**config.mk**
```make
export PLATFORM = sky130hd
export DESIGN_NAME = dpot_cmd_front
export DESIGN_NICKNAME = d
export VERILOG_FILES = /design/src/rtl/dpot_cmd_pkg.sv /design/src/rtl/dpot_sync.sv /design/src/rtl/dpot_bus_edges.sv /design/src/rtl/dpot_frame_ctrl.sv /design/src/rtl/dpot_cmd_front.sv
export SDC_FILE = /design/constraint.sdc
export NUM_CORES = 1
export LEC_CHECK = 0
export CORE_MARGIN = 3
export CORE_UTILIZATION = 38
export CTS_BUF_LIST = sky130_fd_sc_hd__clkbuf_16
export DETAILED_ROUTE_END_ITERATION = 10
export PLACE_DENSITY = 0.7
export RECOVER_POWER = 25
export SYNTH_ARGS = -nofsm -noshare
export SYNTH_HDL_FRONTEND = slang
export SYNTH_SLANG_ARGS = --single-unit
```
**constraint.sdc**
```tcl
create_clock -name clk -period 1.96 [get_ports clk]
set_input_delay 0.392 -clock clk [delete_from_list [all_inputs] [get_ports clk]]
set_output_delay 0.392 -clock clk [all_outputs]
set_load 0.05 [all_outputs]
```
**src/rtl/dpot_cmd_pkg.sv**
```systemverilog
package dpot_cmd_pkg;

  localparam int BYTE_W = 8;
  localparam int OP_W   = 4;
  localparam int REG_W  = 2;
  localparam int BANK_W = 2;

  localparam logic [OP_W-1:0] OP_RD_WIPER  = 4'b1001;
  localparam logic [OP_W-1:0] OP_WR_WIPER  = 4'b1010;
  localparam logic [OP_W-1:0] OP_RD_DREG   = 4'b1011;
  localparam logic [OP_W-1:0] OP_WR_DREG   = 4'b1100;
  localparam logic [OP_W-1:0] OP_DREG_WIPE = 4'b1101;
  localparam logic [OP_W-1:0] OP_WIPE_DREG = 4'b1110;
  localparam logic [OP_W-1:0] OP_STEP      = 4'b0010;

  typedef enum logic [3:0] {
    PH_IDLE,
    PH_ID_RX,
    PH_ID_ACK,
    PH_INS_RX,
    PH_INS_ACK,
    PH_DAT_RX,
    PH_DAT_ACK,
    PH_DAT_TX,
    PH_STEP,
    PH_WAIT_STOP
  } phase_e;

  function automatic logic op_allowed(input logic [OP_W-1:0] op,
                                      input logic [BANK_W-1:0] bank);
    logic ok;
    case (op)
      OP_RD_DREG, OP_WR_DREG: ok = 1'b1;
      OP_RD_WIPER, OP_WR_WIPER, OP_DREG_WIPE,
      OP_WIPE_DREG, OP_STEP:  ok = (bank == '0);
      default:                ok = 1'b0;
    endcase
    return ok;
  endfunction

  function automatic logic op_is_read(input logic [OP_W-1:0] op);
    return (op == OP_RD_WIPER) || (op == OP_RD_DREG);
  endfunction

  function automatic logic op_is_write(input logic [OP_W-1:0] op);
    return (op == OP_WR_WIPER) || (op == OP_WR_DREG);
  endfunction

endpackage

```
**src/rtl/dpot_sync.sv**
```systemverilog
module dpot_sync #(
  parameter int          WIDTH     = 2,
  parameter int          STAGES    = 2,
  parameter logic [WIDTH-1:0] RESET_VAL = '1
) (
  input  logic             clk,
  input  logic             rst_n,
  input  logic [WIDTH-1:0] async_i,
  output logic [WIDTH-1:0] sync_o
);

  logic [WIDTH-1:0] stage_q [STAGES];

  always_ff @(posedge clk or negedge rst_n) begin
    if (!rst_n) stage_q[0] <= RESET_VAL;
    else        stage_q[0] <= async_i;
  end

  for (genvar g = 1; g < STAGES; g++) begin : g_stage
    always_ff @(posedge clk or negedge rst_n) begin
      if (!rst_n) stage_q[g] <= RESET_VAL;
      else        stage_q[g] <= stage_q[g-1];
    end
  end

  assign sync_o = stage_q[STAGES-1];

endmodule

```
**src/rtl/dpot_bus_edges.sv**
```systemverilog
module dpot_bus_edges (
  input  logic clk,
  input  logic rst_n,
  input  logic scl_s,
  input  logic sda_s,
  output logic scl_rise,
  output logic scl_fall,
  output logic start_det,
  output logic stop_det
);

  logic scl_q, sda_q;

  always_ff @(posedge clk or negedge rst_n) begin
    if (!rst_n) begin
      scl_q <= 1'b1;
      sda_q <= 1'b1;
    end else begin
      scl_q <= scl_s;
      sda_q <= sda_s;
    end
  end

  always_comb begin
    scl_rise  = scl_s & ~scl_q;
    scl_fall  = ~scl_s & scl_q;
    start_det = scl_s & scl_q & sda_q & ~sda_s;
    stop_det  = scl_s & scl_q & ~sda_q & sda_s;
  end

endmodule

```
**src/rtl/dpot_frame_ctrl.sv**
```systemverilog
module dpot_frame_ctrl
  import dpot_cmd_pkg::*;
#(
  parameter int                  ADDR_W  = 3,
  parameter logic [BYTE_W-ADDR_W-2:0] TYPE_ID = 4'b0101
) (
  input  logic                clk,
  input  logic                rst_n,
  input  logic                scl_level,
  input  logic                sda_bit,
  input  logic                scl_rise,
  input  logic                scl_fall,
  input  logic                start_det,
  input  logic                stop_det,
  input  logic [ADDR_W-1:0]   addr_pins,
  input  logic                busy,
  input  logic [BYTE_W-1:0]   rd_data,
  output logic                sda_pull,
  output logic                cmd_valid,
  output logic [OP_W-1:0]     cmd_op,
  output logic [REG_W-1:0]    cmd_reg,
  output logic [BANK_W-1:0]   cmd_bank,
  output logic [BYTE_W-1:0]   wr_data,
  output logic                step_valid,
  output logic                step_up
);

  localparam int TYPE_W = BYTE_W - ADDR_W - 1;
  localparam int CNT_W  = $clog2(BYTE_W);
  localparam logic [CNT_W-1:0] LAST_BIT = CNT_W'(BYTE_W - 1);

  phase_e              state_q, state_d;
  logic [CNT_W-1:0]    cnt_q, cnt_d;
  logic [BYTE_W-1:0]   shift_q, shift_d;
  logic [BYTE_W-1:0]   tx_q, tx_d;
  logic                pull_q, pull_d;
  logic                armed_q, armed_d;
  logic                dir_q, dir_d;
  logic [OP_W-1:0]     op_q, op_d;
  logic [REG_W-1:0]    reg_q, reg_d;
  logic [BANK_W-1:0]   bank_q, bank_d;
  logic                cmd_valid_q, cmd_valid_d;
  logic [BYTE_W-1:0]   wr_data_q, wr_data_d;
  logic                step_valid_q, step_valid_d;
  logic                step_up_q, step_up_d;

  logic [BYTE_W-1:0]   byte_in;
  logic                last_bit;
  logic                id_match;
  logic [OP_W-1:0]     ins_op;
  logic [BANK_W-1:0]   ins_bank;

  always_comb begin
    byte_in  = {shift_q[BYTE_W-2:0], sda_bit};
    last_bit = (cnt_q == LAST_BIT);
    id_match = (byte_in[BYTE_W-1 -: TYPE_W] == TYPE_ID) &&
               (byte_in[ADDR_W] == 1'b0) &&
               (byte_in[ADDR_W-1:0] == addr_pins);
    ins_op   = byte_in[BYTE_W-1 -: OP_W];
    ins_bank = byte_in[BANK_W-1:0];
  end

  // next-state logic
  always_comb begin
    state_d      = state_q;
    cnt_d        = cnt_q;
    shift_d      = shift_q;
    tx_d         = tx_q;
    pull_d       = pull_q;
    armed_d      = armed_q;
    dir_d        = dir_q;
    op_d         = op_q;
    reg_d        = reg_q;
    bank_d       = bank_q;
    wr_data_d    = wr_data_q;
    cmd_valid_d  = 1'b0;
    step_valid_d = 1'b0;
    step_up_d    = step_up_q;

    if (stop_det) begin
      state_d = PH_IDLE;
      pull_d  = 1'b0;
      armed_d = 1'b0;
    end else if (start_det) begin
      state_d = PH_ID_RX;
      cnt_d   = '0;
      pull_d  = 1'b0;
      armed_d = 1'b0;
    end else begin
      unique case (state_q)
        PH_IDLE, PH_WAIT_STOP: ;

        PH_ID_RX: begin
          if (scl_rise) begin
            shift_d = byte_in;
            cnt_d   = cnt_q + 1'b1;
            if (last_bit) begin
              armed_d = 1'b0;
              state_d = (id_match && !busy) ? PH_ID_ACK : PH_IDLE;
            end
          end
        end

        PH_INS_RX: begin
          if (scl_rise) begin
            shift_d = byte_in;
            cnt_d   = cnt_q + 1'b1;
            if (last_bit) begin
              armed_d = 1'b0;
              if (op_allowed(ins_op, ins_bank)) begin
                op_d    = ins_op;
                reg_d   = byte_in[BANK_W +: REG_W];
                bank_d  = ins_bank;
                state_d = PH_INS_ACK;
                cmd_valid_d = (ins_op != OP_STEP) && !op_is_write(ins_op);
              end else begin
                state_d = PH_IDLE;
              end
            end
          end
        end

        PH_DAT_RX: begin
          if (scl_rise) begin
            shift_d = byte_in;
            cnt_d   = cnt_q + 1'b1;
            if (last_bit) begin
              wr_data_d   = byte_in;
              cmd_valid_d = 1'b1;
              armed_d     = 1'b0;
              state_d     = PH_DAT_ACK;
            end
          end
        end

        PH_ID_ACK, PH_INS_ACK, PH_DAT_ACK: begin
          if (scl_fall) begin
            if (!armed_q) begin
              pull_d  = 1'b1;
              armed_d = 1'b1;
            end else begin
              pull_d  = 1'b0;
              armed_d = 1'b0;
              cnt_d   = '0;
              if (state_q == PH_ID_ACK) begin
                state_d = PH_INS_RX;
              end else if (state_q == PH_DAT_ACK) begin
                state_d = PH_WAIT_STOP;
              end else if (op_is_read(op_q)) begin
                tx_d    = rd_data;
                pull_d  = ~rd_data[BYTE_W-1];
                state_d = PH_DAT_TX;
              end else if (op_is_write(op_q)) begin
                state_d = PH_DAT_RX;
              end else if (op_q == OP_STEP) begin
                state_d = PH_STEP;
              end else begin
                state_d = PH_WAIT_STOP;
              end
            end
          end
        end

        PH_DAT_TX: begin
          if (scl_rise) begin
            cnt_d = cnt_q + 1'b1;
          end else if (scl_fall) begin
            if (cnt_q == '0) begin
              pull_d  = 1'b0;
              state_d = PH_WAIT_STOP;
            end else begin
              pull_d = ~tx_q[LAST_BIT - cnt_q];
            end
          end
        end

        PH_STEP: begin
          if (scl_rise) begin
            dir_d   = sda_bit;
            armed_d = 1'b1;
          end else if (scl_fall && armed_q) begin
            step_valid_d = 1'b1;
            step_up_d    = dir_q;
            armed_d      = 1'b0;
          end
        end

        default: state_d = PH_IDLE;
      endcase
    end
  end

  // state registers
  always_ff @(posedge clk or negedge rst_n) begin
    if (!rst_n) begin
      state_q      <= PH_IDLE;
      cnt_q        <= '0;
      shift_q      <= '0;
      tx_q         <= '0;
      pull_q       <= 1'b0;
      armed_q      <= 1'b0;
      dir_q        <= 1'b0;
      op_q         <= '0;
      reg_q        <= '0;
      bank_q       <= '0;
      cmd_valid_q  <= 1'b0;
      wr_data_q    <= '0;
      step_valid_q <= 1'b0;
      step_up_q    <= 1'b0;
    end else begin
      state_q      <= state_d;
      cnt_q        <= cnt_d;
      shift_q      <= shift_d;
      tx_q         <= tx_d;
      pull_q       <= pull_d;
      armed_q      <= armed_d;
      dir_q        <= dir_d;
      op_q         <= op_d;
      reg_q        <= reg_d;
      bank_q       <= bank_d;
      cmd_valid_q  <= cmd_valid_d;
      wr_data_q    <= wr_data_d;
      step_valid_q <= step_valid_d;
      step_up_q    <= step_up_d;
    end
  end

  assign sda_pull   = pull_q;
  assign cmd_valid  = cmd_valid_q;
  assign cmd_op     = op_q;
  assign cmd_reg    = reg_q;
  assign cmd_bank   = bank_q;
  assign wr_data    = wr_data_q;
  assign step_valid = step_valid_q;
  assign step_up    = step_up_q;


  strobe_excl_chk: assert property (@(posedge clk) disable iff (!rst_n)
    !(cmd_valid_q && step_valid_q));


  cmd_pulse_chk: assert property (@(posedge clk) disable iff (!rst_n)
    cmd_valid_q |=> !cmd_valid_q);


  bank_rule_chk: assert property (@(posedge clk) disable iff (!rst_n)
    (cmd_valid_q && !(op_q == OP_RD_DREG || op_q == OP_WR_DREG)) |-> (bank_q == '0));


  pull_scl_low_chk: assert property (@(posedge clk) disable iff (!rst_n)
    !$stable(pull_q) |-> !scl_level);


  step_mode_chk: assert property (@(posedge clk) disable iff (!rst_n)
    step_valid_q |-> (op_q == OP_STEP));


  stop_release_chk: assert property (@(posedge clk) disable iff (!rst_n)
    stop_det |=> (!pull_q && !step_valid_q));

endmodule

```
**src/rtl/dpot_cmd_front.sv**
```systemverilog
module dpot_cmd_front
  import dpot_cmd_pkg::*;
#(
  parameter int ADDR_W      = 3,
  parameter int SYNC_STAGES = 2,
  parameter logic [BYTE_W-ADDR_W-2:0] TYPE_ID = 4'b0101
) (
  input  logic              clk,
  input  logic              rst_n,
  input  logic              scl_i,
  input  logic              sda_i,
  output logic              sda_pull_o,
  input  logic [ADDR_W-1:0] addr_pins_i,
  input  logic              busy_i,
  input  logic [BYTE_W-1:0] rd_data_i,
  output logic              cmd_valid_o,
  output logic [OP_W-1:0]   cmd_op_o,
  output logic [REG_W-1:0]  cmd_reg_o,
  output logic [BANK_W-1:0] cmd_bank_o,
  output logic [BYTE_W-1:0] wr_data_o,
  output logic              step_valid_o,
  output logic              step_up_o
);

  localparam int RST_STAGES = 2;

  logic [RST_STAGES-1:0] rst_pipe_q;
  logic                  rst_core_n;
  logic [1:0]            bus_s;
  logic                  scl_rise, scl_fall, start_det, stop_det;

  // asynchronous assert, synchronous release
  always_ff @(posedge clk or negedge rst_n) begin
    if (!rst_n) rst_pipe_q <= '0;
    else        rst_pipe_q <= {rst_pipe_q[RST_STAGES-2:0], 1'b1};
  end
  assign rst_core_n = rst_pipe_q[RST_STAGES-1];

  dpot_sync #(.WIDTH(2), .STAGES(SYNC_STAGES), .RESET_VAL(2'b11)) u_sync (
    .clk     (clk),
    .rst_n   (rst_core_n),
    .async_i ({scl_i, sda_i}),
    .sync_o  (bus_s)
  );

  dpot_bus_edges u_edges (
    .clk       (clk),
    .rst_n     (rst_core_n),
    .scl_s     (bus_s[1]),
    .sda_s     (bus_s[0]),
    .scl_rise  (scl_rise),
    .scl_fall  (scl_fall),
    .start_det (start_det),
    .stop_det  (stop_det)
  );

  dpot_frame_ctrl #(.ADDR_W(ADDR_W), .TYPE_ID(TYPE_ID)) u_ctrl (
    .clk        (clk),
    .rst_n      (rst_core_n),
    .scl_level  (bus_s[1]),
    .sda_bit    (bus_s[0]),
    .scl_rise   (scl_rise),
    .scl_fall   (scl_fall),
    .start_det  (start_det),
    .stop_det   (stop_det),
    .addr_pins  (addr_pins_i),
    .busy       (busy_i),
    .rd_data    (rd_data_i),
    .sda_pull   (sda_pull_o),
    .cmd_valid  (cmd_valid_o),
    .cmd_op     (cmd_op_o),
    .cmd_reg    (cmd_reg_o),
    .cmd_bank   (cmd_bank_o),
    .wr_data    (wr_data_o),
    .step_valid (step_valid_o),
    .step_up    (step_up_o)
  );

endmodule

```
== Word-level counts from Yosys, hierarchy flattened ==
Index checks and enable logic that the tools add are counted.

* Word-level logic and storage cells: 183
* Output and inout bits: 20
* Flip-flop bits (word level): 52
* Input port bits: 16

* Muxes and demuxes: 67
* Reductions and logical operators: 32
* Equal/unequal tests: 43
* $lt $le $gt $ge: 1
* Bitwise operators: 19
* Add/sub/neg operators: 2

{| class="wikitable"
|+ Operators with widths
! cell !! count
|-
| 4-bit 2-to-1 mux || 17
|-
| 4-bit equality test (second input constant) || 12
|-
| 1-bit 2-to-1 mux || 37
|-
| 4-bit by 3-bit != test with 1-bit output (second input constant) || 7
|-
| 4-bit case mux with 6 select lines || 1
|-
| 4-bit by 3-bit equality test with 1-bit output (second input constant) || 5
|-
| 5-bit AND reduction || 4
|-
| 4-bit by 2-bit equality test with 1-bit output (second input constant) || 4
|-
| 4-bit != test (second input constant) || 4
|-
| 3-bit 2-to-1 mux || 5
|-
| 1-bit inverter || 12
|-
| 12-bit AND reduction || 1
|-
| 4-bit AND reduction || 3
|-
| 3-bit OR reduction || 3
|-
| 4-bit by 1-bit != test with 1-bit output (second input constant) || 2
|-
| 8-bit AND reduction || 1
|-
| 1-bit AND || 7
|-
| 3-bit by 1-bit != test with 1-bit output (second input constant) || 2
|-
| 3-bit by 2-bit != test with 1-bit output (second input constant) || 2
|-
| 1-bit case mux with 2 select lines || 3
|-
| 3-bit case mux with 2 select lines || 1
|-
| 6-bit AND reduction || 1
|-
| 1-bit logical AND || 5
|-
| 5-bit by 4-bit != test with 1-bit output (second input constant) || 1
|-
| 21 further kinds || 24
|}

== Longest topological paths before layout ==
* Depth after elaboration: 14
* Mapped depth: 7
* Gate-level depth less buffers: 7

== By module ==
A second synthesis with hierarchy kept.

* Cell total of the unflattened synthesis: 224
* Area total of the unflattened synthesis: 2591.2 um^2

{| class="wikitable"
|+ Modules (own cells, without submodules)
! module !! area each (um^2) !! seq. area each (um^2) !! times used !! cells each
|-
| dpot_frame_ctrl || 2332.2 || 1101.1 || 1 || 209
|-
| dpot_sync || 120.1 || 105.1 || 1 || 6
|-
| dpot_bus_edges || 85.1 || 52.6 || 1 || 6
|-
| dpot_cmd_front || 53.8 || 50.0 || 1 || 3
|}

== Worst setup path after synthesis ==
No wires, ideal clock.

* Path kind: register -> register
* Start point: register u_ctrl.shift_q[3]
* End point: register u_ctrl.bank_q[0] (netlist: u_ctrl.cmd_bank[0])
* Path buffers: 2
* Cell stages (with the launch flop): 8
* Period minus slack after synthesis: 2013 ps
* Path slack: -53 ps
* Arrival: 1888 ps
* Required time: 1835 ps
* Setup time: 125 ps
* Path through: dfrtp_1 > buf_6 > mux2i_1 > o31a_1 > a2111oi_2 > and4_1 > buf_6 > mux2_4

* Cells in the longest elaborated chain, start to end: 9
* Elaborated cells between the ends (all ways): 16
* Those cells by class: eq/ne: 7; mux: 6; reduce/logical: 3

{| class="wikitable"
|+ Ends and longest elaborated chain
! item !! line !! RTL
|-
| from (decl) || dpot_frame_ctrl.sv:34 || <nowiki>logic [BYTE_W-1:0] shift_q, shift_d;</nowiki>
|-
| from (signal assigned) || dpot_frame_ctrl.sv:213 || <nowiki>shift_q <= shift_d;</nowiki>
|-
| 4-bit equality test / 4-bit by 2-bit equality test with 1-bit output (equally long branches) || dpot_cmd_pkg.sv:32 || <nowiki>case (op)</nowiki>
|-
| 5-bit OR reduction / 2-bit OR reduction (equally long branches) || dpot_cmd_pkg.sv:32 ||
|-
| 1-bit case mux with 2 select lines * || dpot_cmd_pkg.sv:32 ||
|-
| 1-bit 2-to-1 mux * || dpot_frame_ctrl.sv:108 || <nowiki>if (last_bit) begin</nowiki>
|-
| 1-bit 2-to-1 mux * || dpot_frame_ctrl.sv:105 || <nowiki>if (scl_rise) begin</nowiki>
|-
| 1-bit 2-to-1 mux * || dpot_frame_ctrl.sv:90 || <nowiki>unique case (state_q)</nowiki>
|-
| 1-bit 2-to-1 mux * || dpot_frame_ctrl.sv:84 || <nowiki>end else if (start_det) begin</nowiki>
|-
| 1-bit 2-to-1 mux * || dpot_frame_ctrl.sv:80 || <nowiki>if (stop_det) begin</nowiki>
|-
| 6-bit AND reduction (no source line) * || -- ||
|-
| to (signal assigned) || dpot_frame_ctrl.sv:220 || <nowiki>bank_q <= bank_d;</nowiki>
|-
| to (decl) || dpot_frame_ctrl.sv:41 || <nowiki>logic [BANK_W-1:0] bank_q, bank_d;</nowiki>
|}

Mark *: on every way between the ends. The rest lies on a longest branch, timed or not. The select of a mux whose other input is x is not followed.
A chain may end at the register's enable or synchronous reset.

== Worst setup path in the final report ==
* Start point: register u_ctrl.shift_q[3]
* End point: register u_ctrl.bank_q[1] (netlist: u_ctrl.cmd_bank[1])

The elaborated chain is that of the path after synthesis.

==> impl_table.tex <==
\begin{tabular}{lr}
\hline
Metric & Value \\
\hline
\multicolumn{2}{l}{\textbf{Critical path}} \\
\quad Largest stage delay, worst path & 0.44 ns \\
\quad Critical Path Fanout Max & 8 \\
\quad Kind of start point of the critical path & flip-flop \\
\quad Setup slack of the most critical reg-to-reg path & -0.05 ns \\
\quad Data required time at the worst endpoint & 2.14 ns \\
\quad Worst setup path category & reg2reg \\
\quad Logic depth of the worst register-to-register path & 6 \\
\quad Kind of cell adding the most delay to the critical path & compound AO/OA/AOI/OAI gates \\
\quad Ordered list of cells on the worst path & mux2i\_1 -> o31a\_1 -> a2111oi\_4 -> and4\_1 -> buf\_12 -> mux2\_4 \\
\quad WP buf/inv & 1 \\
\quad Endpoint class of the critical path & flip-flop \\
\quad Critical path arrival & 2.18 ns \\
\quad Slowest cell on the critical path & sky130\_fd\_sc\_hd\_\_dfrtp\_2 \\
\quad RR Endpoint & u\_ctrl.cmd\_bank[1] \\
\quad Origin of the critical flop-to-flop path & u\_ctrl.shift\_q[3] \\
\quad Critical path destination & u\_ctrl.cmd\_bank[1] \\
\quad Timing startpoint of the critical path & u\_ctrl.shift\_q[3] \\
\quad Path length in cells of the critical path & 6 \\
\multicolumn{2}{l}{\textbf{Pwr}} \\
\quad Cell-internal power & 0.00172 W \\
\quad Final total power & 0.00227 W \\
\quad Clock group share of total power & 38.9\% \\
\quad Power density normalized to cell area & 653 nW/um\^{}2 \\
\quad Switching part of the total power & 24.3\% \\
\quad Seq pwr share & 51.1\% \\
\quad Combinational power share & 10.0\% \\
\quad Net Sw Power & 0.000553 W \\
\quad IR drop worst, VDD & 0.404 mV \\
\quad P\_leak & 1.51 nW \\
\multicolumn{2}{l}{\textbf{Worst hold path}} \\
\quad Min-Delay Path Class & in2async \\
\multicolumn{2}{l}{\textbf{Synthesis}} \\
\quad Number of flops mapped to enable cells by yosys & 0 \\
\quad Library cells used by synthesis & 52 \\
\quad Syn. warnings & 0 \\
\quad Prevailing post-synth register cell & sky130\_fd\_sc\_hd\_\_dfrtp\_1 \\
\quad Seq cells post-synth & 52 \\
\quad Cell types occupying the most area after synthesis & sky130\_fd\_sc\_hd\_\_dfrtp\_1 44\%, sky130\_fd\_sc\_hd\_\_mux2\_2 12\%, sky130\_fd\_sc\_hd\_\_dfstp\_2 6.0\% \\
\quad Sequential cell area fraction in the yosys report & 50.0\% \\
\quad Syn nets & 239 \\
\quad Synthesized netlist cell count & 220 \\
\quad Post-Synthesis Cell Area & 2620 um\^{}2 \\
\quad Cell taking the most area after synthesis & sky130\_fd\_sc\_hd\_\_dfrtp\_1 \\
\quad Portion of synthesized cell area occupied by the leading cell type & 44.0\% \\
\quad Post-synth ARST share & 100\% \\
\quad Post-synthesis area per instance & 11.9 um\^{}2 \\
\multicolumn{2}{l}{\textbf{GRT}} \\
\quad Maximum number of pins on one net before global-route repair & 39 \\
\quad Vias in the first global route & 1,959 \\
\quad Global-route congestion overflow total & 0 \\
\quad Initial antenna violation count & 0 \\
\quad First-pass GRT wire length & 9.49 mm \\
\quad Total GRT Usage & 15.5\% \\
\multicolumn{2}{l}{\textbf{Run}} \\
\quad Max-Cap Viols & 0 \\
\multicolumn{2}{l}{\textbf{CTS}} \\
\quad Clock latency at the later pin of the worst-skew pair & 0.29 ns \\
\quad Clock Path Buffers & 2 \\
\quad Num CTS Buffers & 5 \\
\quad Clock root buffer master & sky130\_fd\_sc\_hd\_\_clkbuf\_16 \\
\quad H-tree depth & 2 \\
\quad Clock transition at the register clock pins on the worst setup and hold paths after CTS & 0.07 ns \\
\quad Clock net sink count & 52 \\
\quad Post-cts hold buffer count & 0 \\
\quad Clock tree from TritonCTS & built \\
\multicolumn{2}{l}{\textbf{Route}} \\
\quad Routed Antenna Nets & 0 \\
\quad Wire length per cell after detailed routing & 15.6 um \\
\quad Number of search-and-repair iterations in the first detailed-routing pass & 4 \\
\quad Via total after detailed routing & 1,980 \\
\quad Total wirelength of the detailed-routed design & 5.70 mm \\
\quad Total DRC errors in the routed layout & 0 \\
\quad Violation count after the first detailed-routing iteration & 150 \\
\quad Via count normalized by instance count & 5.44 \\
\multicolumn{2}{l}{\textbf{Timing}} \\
\quad Setup skew after layout & 0.00745 ns \\
\quad Final period utilization & 102\% \\
\quad Endpoints failing setup & 8 \\
\quad Unrepaired setup endpoints after global routing & true \\
\quad Time the final worst path needs with I/O delays and setup & 2.01 ns \\
\quad Max Fclk & 499 MHz \\
\quad Hold Worst Slack & 0.320 ns \\
\quad Relative max-transition margin & 44.9\% \\
\quad Transition time at the pin with the least slew margin & 0.826 ns \\
\quad Number of max-slew violations in the final report & 0 \\
\quad Final WS setup & -0.0460 ns \\
\quad Number of failing hold endpoints at the final stage & 0 \\
\multicolumn{2}{l}{\textbf{Finish}} \\
\quad Non-filler cells, final & 364 \\
\quad Combined flip-flop and latch cell area & 1310 um\^{}2 \\
\quad Area of the multi-input gates & 1270 um\^{}2 \\
\quad P\&R area growth vs syn & 32.9\% \\
\quad Share of layout cells above drive strength 1 & 37.6\% \\
\quad Fill cell count & 537 \\
\quad Total number of nets in the final design & 305 \\
\quad Number of inserted diodes & 0 \\
\multicolumn{2}{l}{\textbf{Floorplanning}} \\
\quad \# rows & 29 \\
\quad Height of the chip & 89.0 um \\
\quad Die Footprint & 7920 um\^{}2 \\
\quad Top-Level Pins & 36 \\
\quad Die width & 89.0 um \\
\quad Starting density of the core & 40.3\% \\
\quad Core Box Area & 6490 um\^{}2 \\
\multicolumn{2}{l}{\textbf{Placement}} \\
\quad Pre-CTS setup slack & -0.181 ns \\
\quad Total half-perimeter wirelength after legalization and detailed placement & 4.23 mm \\
\quad Routability-driven placement congestion ratio & 0.911 \\
\quad Placed cells & 355 \\
\quad \# port buffers & 35 \\
\multicolumn{2}{l}{\textbf{Outcome}} \\
\quad Status & finished, violations left \\
\quad Violations in the final reports & negative setup slack \\
\hline
\end{tabular}
==> routing by layer <==
layer	GRT usage [%]	wire length, um
met5	0	0
met3	3.32	246
met2	25.5	2890
met1	20.8	2480
met4	4.74	78
==> worst reg2reg max path: stages (launching register included) <==
cell,delay (ns)
sky130_fd_sc_hd__dfrtp_2,0.44
sky130_fd_sc_hd__mux2i_1,0.13
sky130_fd_sc_hd__o31a_1,0.28
sky130_fd_sc_hd__a2111oi_4,0.30
sky130_fd_sc_hd__and4_1,0.29
sky130_fd_sc_hd__buf_12,0.15
sky130_fd_sc_hd__mux2_4,0.31
==> cell type report <==
type | instances | share of cell area [%]
multi-input combinational | 150 | 36.4
sequential | 52 | 37.7
tap | 77 | 2.77
clock inverter | 3 | 0.719
clock buffer | 5 | 3.59
timing repair buffer | 71 | 18.1
inverter | 6 | 0.647
==> through the flow <==
stage	TNS [ns]	util [%]	instance area, um^2
after CTS	-0.255	53.1	3450
after detailed placement	-0.626	50.5	3280
final	-0.263	53.6	3480
after global placement	-0.317	50.5	3280
after floorplan	-0.153	-	2620
after global routing	-0.883	53.6	3480
==> cell usage in the layout (no fill, tap or decap), drive strengths merged, types with 2 or more instances in the layout <==
cell,count
dfrtp,46
buf,41
mux2,35
clkdlybuf4s50,26
o21ai,14
nand2,12
nor2,10
inv,8
nor2b,6
nand3,6
dfstp,6
clkbuf,6
mux2i,5
a21oi,4
or3,4
xor2,4
nor3,4
o2bb2ai,3
ha,3
dlygate4sd3,3
nor4,3
nand3b,2
a31oi,2
nand2b,2
o21a,2
mux4,2
a211o,2
and3,2
o32ai,2
==> cells in the mapped netlist (all sizes together) (2+ instances only) <==
library cell	instances
a211o	2
nor2b	6
nand3	6
nor4	3
clkbuf	7
o2bb2ai	3
dfrtp	46
o32ai	2
inv	6
nor3	4
xor2	4
or3	4
and3	2
mux4	2
dfstp	6
nand2	12
buf	5
nand2b	2
o21a	2
mux2i	5
mux2	35
a31oi	2
nand3b	2
ha	3
a21oi	4
nor2	10
o21ai	14
==> cell families (layout without fill, tap and decap cells) <==
family                     after synthesis  after routing  share of synthesized area (%)
muxes                                   42             42                           19.8
DFF                                     52             52                           50.0
buffers and inverters                   18             85                           3.34
AOI/OAI and AO/OA                       39             39                           10.4
adders and majority gates                4              4                           1.82
xor gates and xnor gates                 5              5                           1.67
and+or+nand+nor                         59             59                           12.9
other                                    1              1                          0.143
==> power groups by stage <==
stage	sequential (W)	clock, W	combinational (W)
3_5_place_dp	0.00118	0	0.000223
6_report	0.00116	0.000885	0.000227
3_3_place_gp	0.00118	0	0.000219
2_1_floorplan	0.00118	0	0.000114
4_1_cts	0.00116	0.000910	0.000224
5_1_grt	0.00117	0.000965	0.000248
==> worst min path at each step <==
| stage | from | end | slack (ns) | cells after the start |
|---|---|---|---|---|
| global route | rst_n | rst_pipe_q[1] | 0.31 | 1 |
| floorplan | rst_n | rst_pipe_q[0] | 0.1 | 0 |
| finish | rst_n | rst_pipe_q[1] | 0.32 | 1 |
| global placement | rst_pipe_q[0] | rst_pipe_q[1] | 0.34 | 0 |
| detailed placement | rst_pipe_q[0] | rst_pipe_q[1] | 0.34 | 0 |
| CTS | rst_n | rst_pipe_q[0] | 0.25 | 1 |
==> repair_timing <==
item | CTS | global route
resized for setup | 2 | 8
setup buffers | 0 | 1
pin swaps | 2 | 4
setup endpoints to repair | 9 | 13
(Power assumes the default switching activity.)
